`src/rtl/seq_rec_pkg.sv`:
```
package seq_rec_pkg;

  localparam int MEALY_W = 2;
  localparam int MOORE_W = 3;

  // Gray-ordered codes: idle, "1", "11", "110"
  typedef enum logic [MEALY_W-1:0] {
    ML_IDLE = 2'b00,
    ML_P1   = 2'b01,
    ML_P11  = 2'b11,
    ML_P110 = 2'b10
  } mealy_st_e;

  // Same walk plus a match state; the other three codes are illegal
  typedef enum logic [MOORE_W-1:0] {
    MR_IDLE = 3'b000,
    MR_P1   = 3'b001,
    MR_P11  = 3'b011,
    MR_P110 = 3'b010,
    MR_HIT  = 3'b110
  } moore_st_e;

endpackage

```
`src/rtl/rec_mealy_fsm.sv`:
```
module rec_mealy_fsm
  import seq_rec_pkg::*;
(
  input  logic      clk,
  input  logic      rst,
  input  logic      bit_in,
  output mealy_st_e state_q,
  output logic      flag
);

  mealy_st_e state_d;

  always_comb begin
    unique case (state_q)
      ML_IDLE: state_d = bit_in ? ML_P1  : ML_IDLE;
      ML_P1:   state_d = bit_in ? ML_P11 : ML_IDLE;
      ML_P11:  state_d = bit_in ? ML_P11 : ML_P110;
      ML_P110: state_d = bit_in ? ML_P1  : ML_IDLE; // match re-uses its last 1
      default: state_d = ML_IDLE;
    endcase
  end

  always_ff @(posedge clk or posedge rst) begin
    if (rst) state_q <= ML_IDLE;
    else     state_q <= state_d;
  end

  // combinational: depends on the live input as well as the state
  assign flag = (state_q == ML_P110) && bit_in;

endmodule

```
`src/rtl/rec_moore_fsm.sv`:
```
module rec_moore_fsm
  import seq_rec_pkg::*;
(
  input  logic      clk,
  input  logic      rst,
  input  logic      bit_in,
  output moore_st_e state_q,
  output logic      flag
);

  moore_st_e state_d;

  always_comb begin
    case (state_q)
      MR_IDLE: state_d = bit_in ? MR_P1  : MR_IDLE;
      MR_P1:   state_d = bit_in ? MR_P11 : MR_IDLE;
      MR_P11:  state_d = bit_in ? MR_P11 : MR_P110;
      MR_P110: state_d = bit_in ? MR_HIT : MR_IDLE;
      MR_HIT:  state_d = bit_in ? MR_P11 : MR_IDLE; // suffix "11" is a prefix
      default: state_d = MR_IDLE;                   // illegal code recovers
    endcase
  end

  always_ff @(posedge clk or posedge rst) begin
    if (rst) state_q <= MR_IDLE;
    else     state_q <= state_d;
  end

  assign flag = (state_q == MR_HIT);

endmodule

```
`src/rtl/pattern1101_rec.sv`:
```
module pattern1101_rec
  import seq_rec_pkg::*;
(
  input  logic clk,
  input  logic rst,
  input  logic ser_in,
  output logic hit_mealy,
  output logic hit_moore
);

  mealy_st_e mealy_q;
  moore_st_e moore_q;

  rec_mealy_fsm u_mealy (
    .clk     (clk),
    .rst     (rst),
    .bit_in  (ser_in),
    .state_q (mealy_q),
    .flag    (hit_mealy)
  );

  rec_moore_fsm u_moore (
    .clk     (clk),
    .rst     (rst),
    .bit_in  (ser_in),
    .state_q (moore_q),
    .flag    (hit_moore)
  );

endmodule

```
`config.mk`:
```
export PLATFORM = sky130hd
export DESIGN_NAME = pattern1101_rec
export DESIGN_NICKNAME = d
export VERILOG_FILES = /design/src/rtl/seq_rec_pkg.sv /design/src/rtl/rec_mealy_fsm.sv /design/src/rtl/rec_moore_fsm.sv /design/src/rtl/pattern1101_rec.sv
export SDC_FILE = /design/constraint.sdc
export NUM_CORES = 1
export LEC_CHECK = 0
export BUFFER_PORTS_ARGS = -buffer_cell sky130_fd_sc_hd__buf_2
export CAP_MARGIN = 40
export CORE_AREA = 2 2 39 41
export DETAILED_ROUTE_END_ITERATION = 6
export DIE_AREA = 0 0 41 43
export GPL_ROUTABILITY_DRIVEN = 0
export PLACE_DENSITY = 0.32
export SLEW_MARGIN = 20
export SYNTH_ARGS = -nofsm -noshare
export SYNTH_HDL_FRONTEND = slang
export SYNTH_HIERARCHICAL = 1
export SYNTH_SLANG_ARGS = --single-unit
```
`constraint.sdc`:
```
create_clock -name clk -period 2.2 [get_ports clk]
set_input_delay 0.33 -clock clk [delete_from_list [all_inputs] [get_ports clk]]
set_output_delay 0.33 -clock clk [all_outputs]
set_load 0.01 [all_outputs]
```
==> flow_metrics.py <==
metrics = {
    "pwr": {
        "irDropWorstVdd_uv": 353,
        "clockPowerShare_pct": 36.0,
        "power_leakage_nw": 0.148,
        "swShare_pct": 25.1,
        "p_seq_share_pct": 45.3,
        "p_sw_mw": 0.0713,
        "combPwrFrac_pct": 18.7,
        "p_per_area_nw_per_um2": 966,
        "intPower_mw": 0.213,
        "power_mw": 0.284,
    },
    "die": {
        "design.die.area_sq_um": 1760,
        "num_rows": 14,
        "initial_core_util_pct": 15.7,
        "die_h_um": 43,
        "io-pin-count": 5,
        "core_sq_um": 1380,
        "fp.dieW_um": 41,
    },
    "worst_hold_path": {
        "hold_class": "primary input to flop",
    },
    "routing": {
        "vias": 155,
        "wl_per_cell_um": 8.21,
        "drt-total-wl_um": 353,
        "detail-route-antenna-nets": 0,
        "drcViolationCount": 0,
        "firstDrtPassIters": 1,
        "vias_per_cell": 3.60,
        "drt-initial-drc-count": 0,
    },
    "final_layout": {
        "drive_gt1_share_pct": 37.0,
        "final_area_sq_um": 294,
        "insertedDiodeCount": 0,
        "fin_nets": 31,
        "syn2layout_area_growth_pct": 35.1,
        "utilization_pct": 21.2,
    },
    "clocking": {
        "cts_tree": "done",
        "root_buffer": "clkbuf_4",
        "clk_pin_slew_ns": 0.04,
        "clk_path_buf_depth": 2,
        "numClockSinks": 5,
        "post_cts_resized": 0,
        "insertion_delay_ns": 0.24,
        "cts_buffers": 3,
        "htreeDepth": 1,
    },
    "global_routing": {
        "use_met3_pct": 6.28,
        "use_met2_pct": 5.63,
        "use_met1_pct": 8.17,
        "grt_pass1_vias": 158,
        "grt_pass1_wl_um": 634,
        "top_usage_layer": "met1",
        "grtUsageTotal_pct": 6.16,
        "grt_overflow": 0,
        "antenna_found_initial": 0,
        "grt_max_degree": 7,
    },
    "yosys": {
        "synth_nets": 21,
        "yosysTopAreaCellShare_pct": 57.5,
        "synth_area_leaders": "dfrtp_1 57%, o21a_1 6.9%, nor2b_4 6.3%",
        "synth_top_area_cell": "dfrtp_1",
        "syn_area_per_cell_sq_um": 12.1,
        "synthesis.area_sq_um": 218,
        "syn-instance-count": 18,
        "yosysSeqAreaShare_pct": 57.5,
        "yosysWarnings": 6,
        "ys_top_cells_by_count": "5 x dfrtp_1, 2 x inv_1, 2 x o21a_1",
        "synth.ff_latch_count": 5,
        "synth_cell_types": 12,
        "synthFlopType": "dfrtp_1",
        "synth_most_common_cell": "dfrtp_1",
        "synth-edff-count": 0,
        "ys_async_sr_fraction_pct": 100,
    },
    "timing": {
        "slew_headroom_pct": 89.0,
        "finalSetupViolCount": 0,
        "fmax_ghz": 0.722,
        "min_period_ns": 1.38,
        "skew_ns": 0.00442,
        "timing.final.crit_share_pct": 63.0,
        "tightest_slew_ns": 0.165,
        "rsz0062_at_grt": "no",
        "finalHoldViolCount": 0,
        "finalHoldWorstSlack_ns": 0.272,
        "fin_tns_setup_ns": 0,
        "final_max_slew_viol_count": 0,
    },
    "placement": {
        "dpl_cell_area_sq_um": 258,
        "io_buffers": 4,
    },
    "critical_path": {
        "cpMaxStageDelayCell": "dfrtp_1",
        "crit_path_end_kind": "primary output",
        "cp.arrival_ns": 1.05,
        "crit_fanout": 4,
        "required_ns": 1.87,
        "cpPeakStageDelay_ns": 0.42,
        "cp-start-kind": "flop",
        "path_class": "flop to primary output",
        "crit_chain": "nor2b_4 -> and2_4 -> buf_2",
    },
    "flow_run": {
        "max_cap_viol_count": 0,
    },
    "outcome": {
        "outcome": "completed",
    },
}
[kinds of logic after synthesis]
kind of cell / Yosys count / share of synthesized area, %
compound gates: 3 / 9.19
flops: 5 / 57.5
buf+inv: 2 / 3.45
simple gates: 8 / 29.9
[layer usage]
| layer | share of wire [%] | up-vias |
|---|---|---|
| met3 | 17 | 0 |
| met1 | 48 | 68 |
| met4 | 0 | 0 |
| met5 | 0 | - |
| met2 | 34 | 8 |
| li1 | - | 79 |
[final timing paths]
check / start / slack [ns] / to / cells after the start
worst max-delay path: u_moore/state_q[0]$_DFF_PP0_ / 0.82 / hit_moore / 3
worst min-delay path: ser_in / 0.27 / u_mealy/state_q[0]$_DFF_PP0_ / 1
worst max register to register: u_moore/state_q[1]$_DFF_PP0_ / 1.23 / u_moore/state_q[0]$_DFF_PP0_ / 3
worst min register to register: u_mealy/state_q[0]$_DFF_PP0_ / 0.47 / u_mealy/state_q[1]$_DFF_PP0_ / 1
max in group asynchronous: rst / 1.55 / u_moore/state_q[2]$_DFF_PP0_ / 3
min in group asynchronous: rst / 0.49 / u_mealy/state_q[0]$_DFF_PP0_ / 3
[cells in the final DEF (no fill, tap or decap)]
cell	instances
nor2b_4	1
inv_1	2
clkbuf_4	3
and4bb_2	1
dfrtp_1	5
nor2_1	1
o21a_1	2
buf_2	4
clkbuf_1	1
and3b_1	1
dlygate4sd3_1	1
nand2_1	1
nor2b_1	1
nand3b_1	1
o21ai_0	1
and2_4	1
[power by group through the flow]
| stage | sequential, mW | combinational, mW | clock [mW] |
|---|---|---|---|
| floorplan | 0.125 | 0.0433 | 0 |
| global placement | 0.130 | 0.0518 | 0 |
| detailed placement | 0.130 | 0.0529 | 0 |
| CTS | 0.129 | 0.0544 | 0.108 |
| global route | 0.133 | 0.0620 | 0.120 |
| finish | 0.129 | 0.0532 | 0.102 |
[registers in the layout (all words and copies together), names as in the netlist]
signal and flops:
u_moore/state_q 3, u_mealy/state_q 2
[final cells by class]
| class | instances | area, sq um |
|---|---|---|
| fillers | 160 | 1090 |
| flip-flops and latches | 5 | 125 |
| multi-input cells | 11 | 85.1 |
| repair buffers | 5 | 30.0 |
| clock buffers | 4 | 26.3 |
| well taps | 16 | 20.0 |
| inverters | 2 | 7.51 |
[what timing repair did]
item / 4_1_cts / 5_1_grt
hold buffers: 1 / 0
buffers inserted: 0 / 0
hold endpoints to repair: 5 / 0
[metrics by stage]
| stage | cells | setup slack, ns |
|---|---|---|
| floorplan | 18 | 1.20 |
| global placement | 38 | 1.07 |
| detailed placement | 38 | 1.06 |
| CTS | 43 | 0.802 |
| global route | 43 | 0.729 |
| finish | 43 | 0.815 |
[critical path: cells and delay by family (launching register included)]
kind,cells,cell delay (ns)
buf+inv,1,0.12
simple gates,2,0.29
flops,1,0.42
No activity file was read; power rests on OpenSTA's default activity.
